<file path="src/rtl/pwrup_pkg.sv">
package pwrup_pkg;

  typedef enum logic [2:0] {
    ST_IDLE,
    ST_COUNT,
    ST_WARM,
    ST_HOLD,
    ST_RUN,
    ST_STOP
  } seq_state_t;

  // Both supply above power-on level and external reset released.
  function automatic logic start_allowed(input logic sup_ok, input logic pin_rst_n);
    return sup_ok & pin_rst_n;
  endfunction

  // Edges from first start_ok edge to release with all inputs good.
  function automatic int unsigned release_latency(input int unsigned pup,
                                                  input int unsigned warm);
    return pup + warm + 2;
  endfunction

  function automatic int unsigned cnt_width(input int unsigned limit);
    return (limit > 1) ? $clog2(limit) : 1;
  endfunction

endpackage

</file>
<file path="src/rtl/cycle_counter.sv">
module cycle_counter #(
  parameter int unsigned LIMIT = 4
) (
  input  logic clk,
  input  logic arst_n,
  input  logic en,
  output logic last
);
  localparam int unsigned W = pwrup_pkg::cnt_width(LIMIT);
  localparam logic [W-1:0] LAST_VAL = W'(LIMIT - 1);

  logic [W-1:0] cnt;

  assign last = en && (cnt == LAST_VAL);

  always_ff @(posedge clk or negedge arst_n) begin
    if (!arst_n)    cnt <= '0;
    else if (!en)   cnt <= '0;
    else if (last)  cnt <= '0;
    else            cnt <= cnt + 1'b1;
  end
endmodule

</file>
<file path="src/rtl/seq_fsm.sv">
module seq_fsm
  import pwrup_pkg::*;
(
  input  logic       clk,
  input  logic       arst_n,
  input  logic       start_ok,
  input  logic       supply_run,
  input  logic       stop_req,
  input  logic       wake,
  input  logic       pup_last,
  input  logic       warm_last,
  output seq_state_t state,
  output logic       released,
  output logic       ev_release,
  output logic       pup_en,
  output logic       warm_en
);
  seq_state_t nxt;

  assign pup_en     = start_ok && (state == ST_COUNT);
  assign warm_en    = start_ok && (state == ST_WARM);
  assign ev_release = start_ok && (state == ST_HOLD) && supply_run;

  always_comb begin
    nxt = state;
    if (!start_ok) begin
      nxt = ST_IDLE;
    end else begin
      case (state)
        ST_IDLE:  nxt = ST_COUNT;
        ST_COUNT: if (pup_last)   nxt = ST_WARM;
        ST_WARM:  if (warm_last)  nxt = ST_HOLD;
        ST_HOLD:  if (supply_run) nxt = ST_RUN;
        ST_RUN:   if (stop_req)   nxt = ST_STOP;
        ST_STOP:  if (wake)       nxt = ST_WARM;
        default:  nxt = ST_IDLE;
      endcase
    end
  end

  always_ff @(posedge clk or negedge arst_n) begin
    if (!arst_n) begin
      state    <= ST_IDLE;
      released <= 1'b0;
    end else begin
      state <= nxt;
      if (!start_ok)       released <= 1'b0;
      else if (ev_release) released <= 1'b1;
    end
  end
endmodule

</file>
<file path="src/rtl/pwrup_seq.sv">
module pwrup_seq
  import pwrup_pkg::*;
#(
  parameter int unsigned    PUP_CYCLES  = 65536,
  parameter int unsigned    WARM_CYCLES = 4,
  parameter int unsigned    ADDR_W      = 16,
  parameter logic [ADDR_W-1:0] START_ADDR = 16'h8000
) (
  input  logic              clk_rc,
  input  logic              por_n,
  input  logic              supply_ok,
  input  logic              ext_rst_n,
  input  logic              supply_run,
  input  logic              stop_req,
  input  logic              wake,
  output logic              seq_done,
  output logic              core_clk_en,
  output logic              pc_load,
  output logic [ADDR_W-1:0] start_addr,
  output logic              dflt_load,
  output logic              dflt_sel_xt,
  output logic              dflt_rc_active
);
  // Named internal events, visible to the bound checker.
  logic       start_ok;
  logic       pup_en, pup_last;
  logic       warm_en, warm_last;
  logic       ev_release;
  logic       released;
  seq_state_t state;
  logic       pc_load_q, dflt_load_q;

  assign start_ok = start_allowed(supply_ok, ext_rst_n);

  cycle_counter #(.LIMIT(PUP_CYCLES)) u_pup_cnt (
    .clk(clk_rc), .arst_n(por_n), .en(pup_en), .last(pup_last)
  );

  cycle_counter #(.LIMIT(WARM_CYCLES)) u_warm_cnt (
    .clk(clk_rc), .arst_n(por_n), .en(warm_en), .last(warm_last)
  );

  seq_fsm u_fsm (
    .clk(clk_rc), .arst_n(por_n), .start_ok(start_ok),
    .supply_run(supply_run), .stop_req(stop_req), .wake(wake),
    .pup_last(pup_last), .warm_last(warm_last),
    .state(state), .released(released), .ev_release(ev_release),
    .pup_en(pup_en), .warm_en(warm_en)
  );

  always_ff @(posedge clk_rc or negedge por_n) begin
    if (!por_n) begin
      pc_load_q   <= 1'b0;
      dflt_load_q <= 1'b0;
    end else begin
      pc_load_q   <= ev_release && !released;
      dflt_load_q <= pup_last;
    end
  end

  assign seq_done       = released;
  assign core_clk_en    = (state == ST_RUN);
  assign pc_load        = pc_load_q;
  assign start_addr     = START_ADDR;
  assign dflt_load      = dflt_load_q;
  assign dflt_sel_xt    = 1'b0;
  assign dflt_rc_active = 1'b1;
endmodule

</file>
<file path="config.mk">
export PLATFORM = sky130hd
export DESIGN_NAME = pwrup_seq
export DESIGN_NICKNAME = d
export VERILOG_FILES = /design/src/rtl/pwrup_pkg.sv /design/src/rtl/cycle_counter.sv /design/src/rtl/seq_fsm.sv /design/src/rtl/pwrup_seq.sv
export SDC_FILE = /design/constraint.sdc
export NUM_CORES = 1
export LEC_CHECK = 0
export BUFFER_PORTS_ARGS = -buffer_cell sky130_fd_sc_hd__buf_2
export CORE_UTILIZATION = 40
export CTS_CLUSTER_DIAMETER = 80
export DETAILED_ROUTE_END_ITERATION = 8
export GPL_TIMING_DRIVEN = 0
export SLEW_MARGIN = 20
export SYNTH_ARGS = -nofsm -noshare
export SYNTH_HDL_FRONTEND = slang
export SYNTH_HIERARCHICAL = 1
export SYNTH_SLANG_ARGS = --single-unit
</file>
<file path="constraint.sdc">
create_clock -name clk_rc -period 2.11 [get_ports clk_rc]
set_input_delay 0.1055 -clock clk_rc [delete_from_list [all_inputs] [get_ports clk_rc]]
set_output_delay 0.1055 -clock clk_rc [all_outputs]
set_load 0.02 [all_outputs]
</file>
==> results by group <==
Final layout
  – Area Growth Syn to Fin: 14.9%
  – Area occupied by multi-input gates: 719 µm²
  – ANT cells: 0
  – Register area: 601 µm²
  – Non-Filler Instances: 220
  – Post-layout net count: 184
  – Layout cells sized above 1: 0.293
  – Fill cell count: 333

Route
  – DRT antenna net count: 0
  – Drt first pass iters: 4
  – DR WL/cell: 10.3 µm
  – 1st-iter DRT viols: 78
  – DRT Wirelength: 2270 µm
  – Vias per cell: 4.51
  – Vias: 993
  – # DRC: 0

Synthesis
  – Yosys Warn Count: 6
  – Synth top area cells: dfrtp_1 42%, buf_4 9.9%, xnor2_1 4.9%
  – Register bit total from synthesis: 24
  – Ys async rst share: 1.00
  – Cell taking the most area after synthesis: dfrtp_1
  – Synth top area share: 0.418
  – Seq/Total Area, Yosys: 0.418
  – Number of flops mapped to enable cells by yosys: 0
  – Post-Synthesis Cell Area: 1440 µm²
  – Top_reg_cell synth: dfrtp_1
  – Syn Inst Count: 143
  – Most common cell in the netlist: dfrtp_1
  – Avg Inst Size Synth: 10.0 µm²
  – Count of cell types in the netlist: 43
  – Commonest cells post-synth: 24 x dfrtp_1, 19 x buf_4, 15 x nor2_1

Critical path
  – CP Capture Type: flop
  – Worst setup path category: reg2reg
  – CP startpoint: u_pup_cnt/cnt[0]
  – CP Cell Sequence: ha_1, and4_1, buf_4, nand3_2, nor2_1, inv_1, o2bb2ai_2, nor2b_2, mux2_4
  – Crit path max fanout: 6
  – CP startpoint kind: flop
  – R2r startpoint: u_pup_cnt/cnt[0]
  – Max incr delay on CP: 0.41 ns
  – CP max stage cell: dfrtp_1
  – Arr. time, crit path: 2.15 ns
  – CP Data Required Time: 2.33 ns

Power
  – Clock share of power: 0.299
  – Gate power share: 0.125
  – Leakage: 0.774 nW
  – Internal Pwr Total: 0.000612 W
  – Sw Share: 0.247
  – Register share of total power: 0.576
  – Sw Pwr: 0.000201 W
  – Pwr dens: 493 nW/µm²
  – VDD IR-drop max: 0.245 mV

Die
  – Core area: 3390 µm²
  – Height of the die: 61.9 µm
  – Die Wd: 61.9 µm
  – I/O Pins: 29
  – FP Rows: 21
  – Die area: 3830 µm²
  – Initial Utilization: 0.424

STA
  – Final Max Tran Viols: 0
  – Fmax: 516 MHz
  – Setup TNS Final: 0 ns
  – Hold slack: 0.149 ns
  – Rel. slew slack: 0.637
  – RSZ-0062 raised after global routing: false
  – Clock Skews: 0.00638 ns
  – Final Hold Viols: 0
  – Final worst-path cycle share: 0.919
  – Worst setup margin: 0.171 ns
  – Final Critical Period: 1.94 ns
  – Final setup viols: 0
  – Worst-margin pin slew: 0.544 ns

Hold path
  – Worst Hold Class: in2reg
  – Worst Hold Launch: stop_req

Clock network
  – Root Driver: clkbuf_4
  – Clk slew on worst S/H paths: 0.14 ns
  – # resized after CTS: 0
  – H-tree levels: 1
  – Clk sinks: 24
  – Clk Latency, worst-skew pair: 0.31 ns
  – CTS tree: done
  – CTS buffer count: 3
  – Clock Path Buffers: 2

GRT
  – Antenna violations before repair: 0
  – Vias in the first global route: 850
  – Global-route wire length before repair: 3660 µm
  – Gr usage total: 0.133
  – Total grt overflow: 0
  – Largest net degree at the start of global routing: 25

Placed design
  – Placer Congestion: 0.714
  – Setup WS pre-CTS: 0.179 ns
  – PortBufs: 10
  – DP HPWL: 1690 µm
  – Placed Instances: 215

Job
  – Number of max-cap violations: 0

Status
  – Outcome: finished clean
power by group through the flow:
stage          sequential (W)  combinational (W)  clock [W]
6_report             0.000469           0.000102   0.000243
5_1_grt              0.000470           0.000113   0.000275
4_1_cts              0.000469           0.000102   0.000257
3_5_place_dp         0.000477           0.000100          0
3_3_place_gp         0.000477          0.0000992          0
2_1_floorplan        0.000477          0.0000808          0
routing by layer:
metal	GRT usage	part of all wire	vias up	wire length [µm]
met3	0.0311	0.036	2	82
met2	0.230	0.47	17	1080
met1	0.158	0.48	463	1090
li1	-	-	511	-
met4	0.0571	0.0084	0	19
met5	0	0	-	0
cells by family after synthesis:
group                    count (synthesis)  share of synthesized area
AND/OR/NAND/NOR                         65                      0.282
XOR/XNOR                                11                     0.0671
AO/OA/AOI/OAI                           13                     0.0688
adder cells (fa/ha/maj)                  2                     0.0174
flip-flops                              24                      0.418
multiplexers                             2                     0.0183
other                                    2                    0.00523
buffers and inverters                   24                      0.123
placed cells by master (no fill, tap or decap), drive strengths merged, types with 2 or more instances in the layout:
cell type | netlist | layout
conb | 2 | 18
o21ai | 4 | 4
nor3b | 3 | 3
xnor2 | 8 | 8
nand2b | 3 | 3
buf | 21 | 31
mux2 | 2 | 2
nor2 | 15 | 15
and4 | 2 | 2
xor2 | 3 | 3
and3 | 2 | 2
nand3b | 4 | 4
and2 | 5 | 5
ha | 2 | 2
clkbuf | 0 | 4
nand4 | 2 | 2
o22ai | 2 | 2
inv | 3 | 3
dfrtp | 24 | 24
nor2b | 3 | 3
nor3 | 2 | 2
nand3 | 8 | 8
nand2 | 12 | 12
state kept, by name, indices dropped and copies added, names as in the netlist:
| name | flops |
|---|---|
| pc_load | 1 |
| dflt_load | 1 |
| u_pup_cnt/cnt | 16 |
| u_warm_cnt/cnt | 2 |
| u_fsm/state | 3 |
| u_fsm/released | 1 |
per-stage QoR:
step                      utilization  power (W)  area [µm²]
final                           0.487   0.000814        1650
after global routing            0.487   0.000857        1650
after CTS                       0.487   0.000828        1650
after detailed placement        0.473   0.000578        1600
after global placement          0.473   0.000576        1600
after floorplan                     -   0.000557        1500
cell type report:
type | count | share of cell area
plain buffers | 21 | 0.100
clock buffers | 4 | 0.0220
inverters | 3 | 0.00682
multi-input cells | 111 | 0.436
flip-flops and latches | 24 | 0.364
well taps | 46 | 0.0349
repair buffers | 11 | 0.0364
critical path: cells and delay by family (launching register included):
kind | cells | cell delay [ns]
AOI/OAI and AO/OA | 1 | 0.13
and+or+nand+nor | 4 | 0.58
adders and majority gates | 1 | 0.21
buffers and inverters | 2 | 0.21
muxes | 1 | 0.30
DFF | 1 | 0.41
what timing repair did:
item | 4_1_cts | 5_1_grt
buffers inserted | 0 | 0
setup endpoints to repair | 0 | 0
hold endpoints to repair | 24 | 0
hold buffers | 1 | 0
path summary, 6_finish.rpt:
path,slack (ns),endpoint,cells after the start
setup / recovery,0.17,u_fsm/state[0],9
max in group asynchronous,1.45,u_fsm/state[1],2
setup reg to reg,0.17,u_fsm/state[0],9
min in group asynchronous,0.29,u_fsm/state[0],2
hold / removal,0.15,u_fsm/state[2],3
hold reg to reg,0.46,pc_load,1
Power figures use the tool's default switching activity.
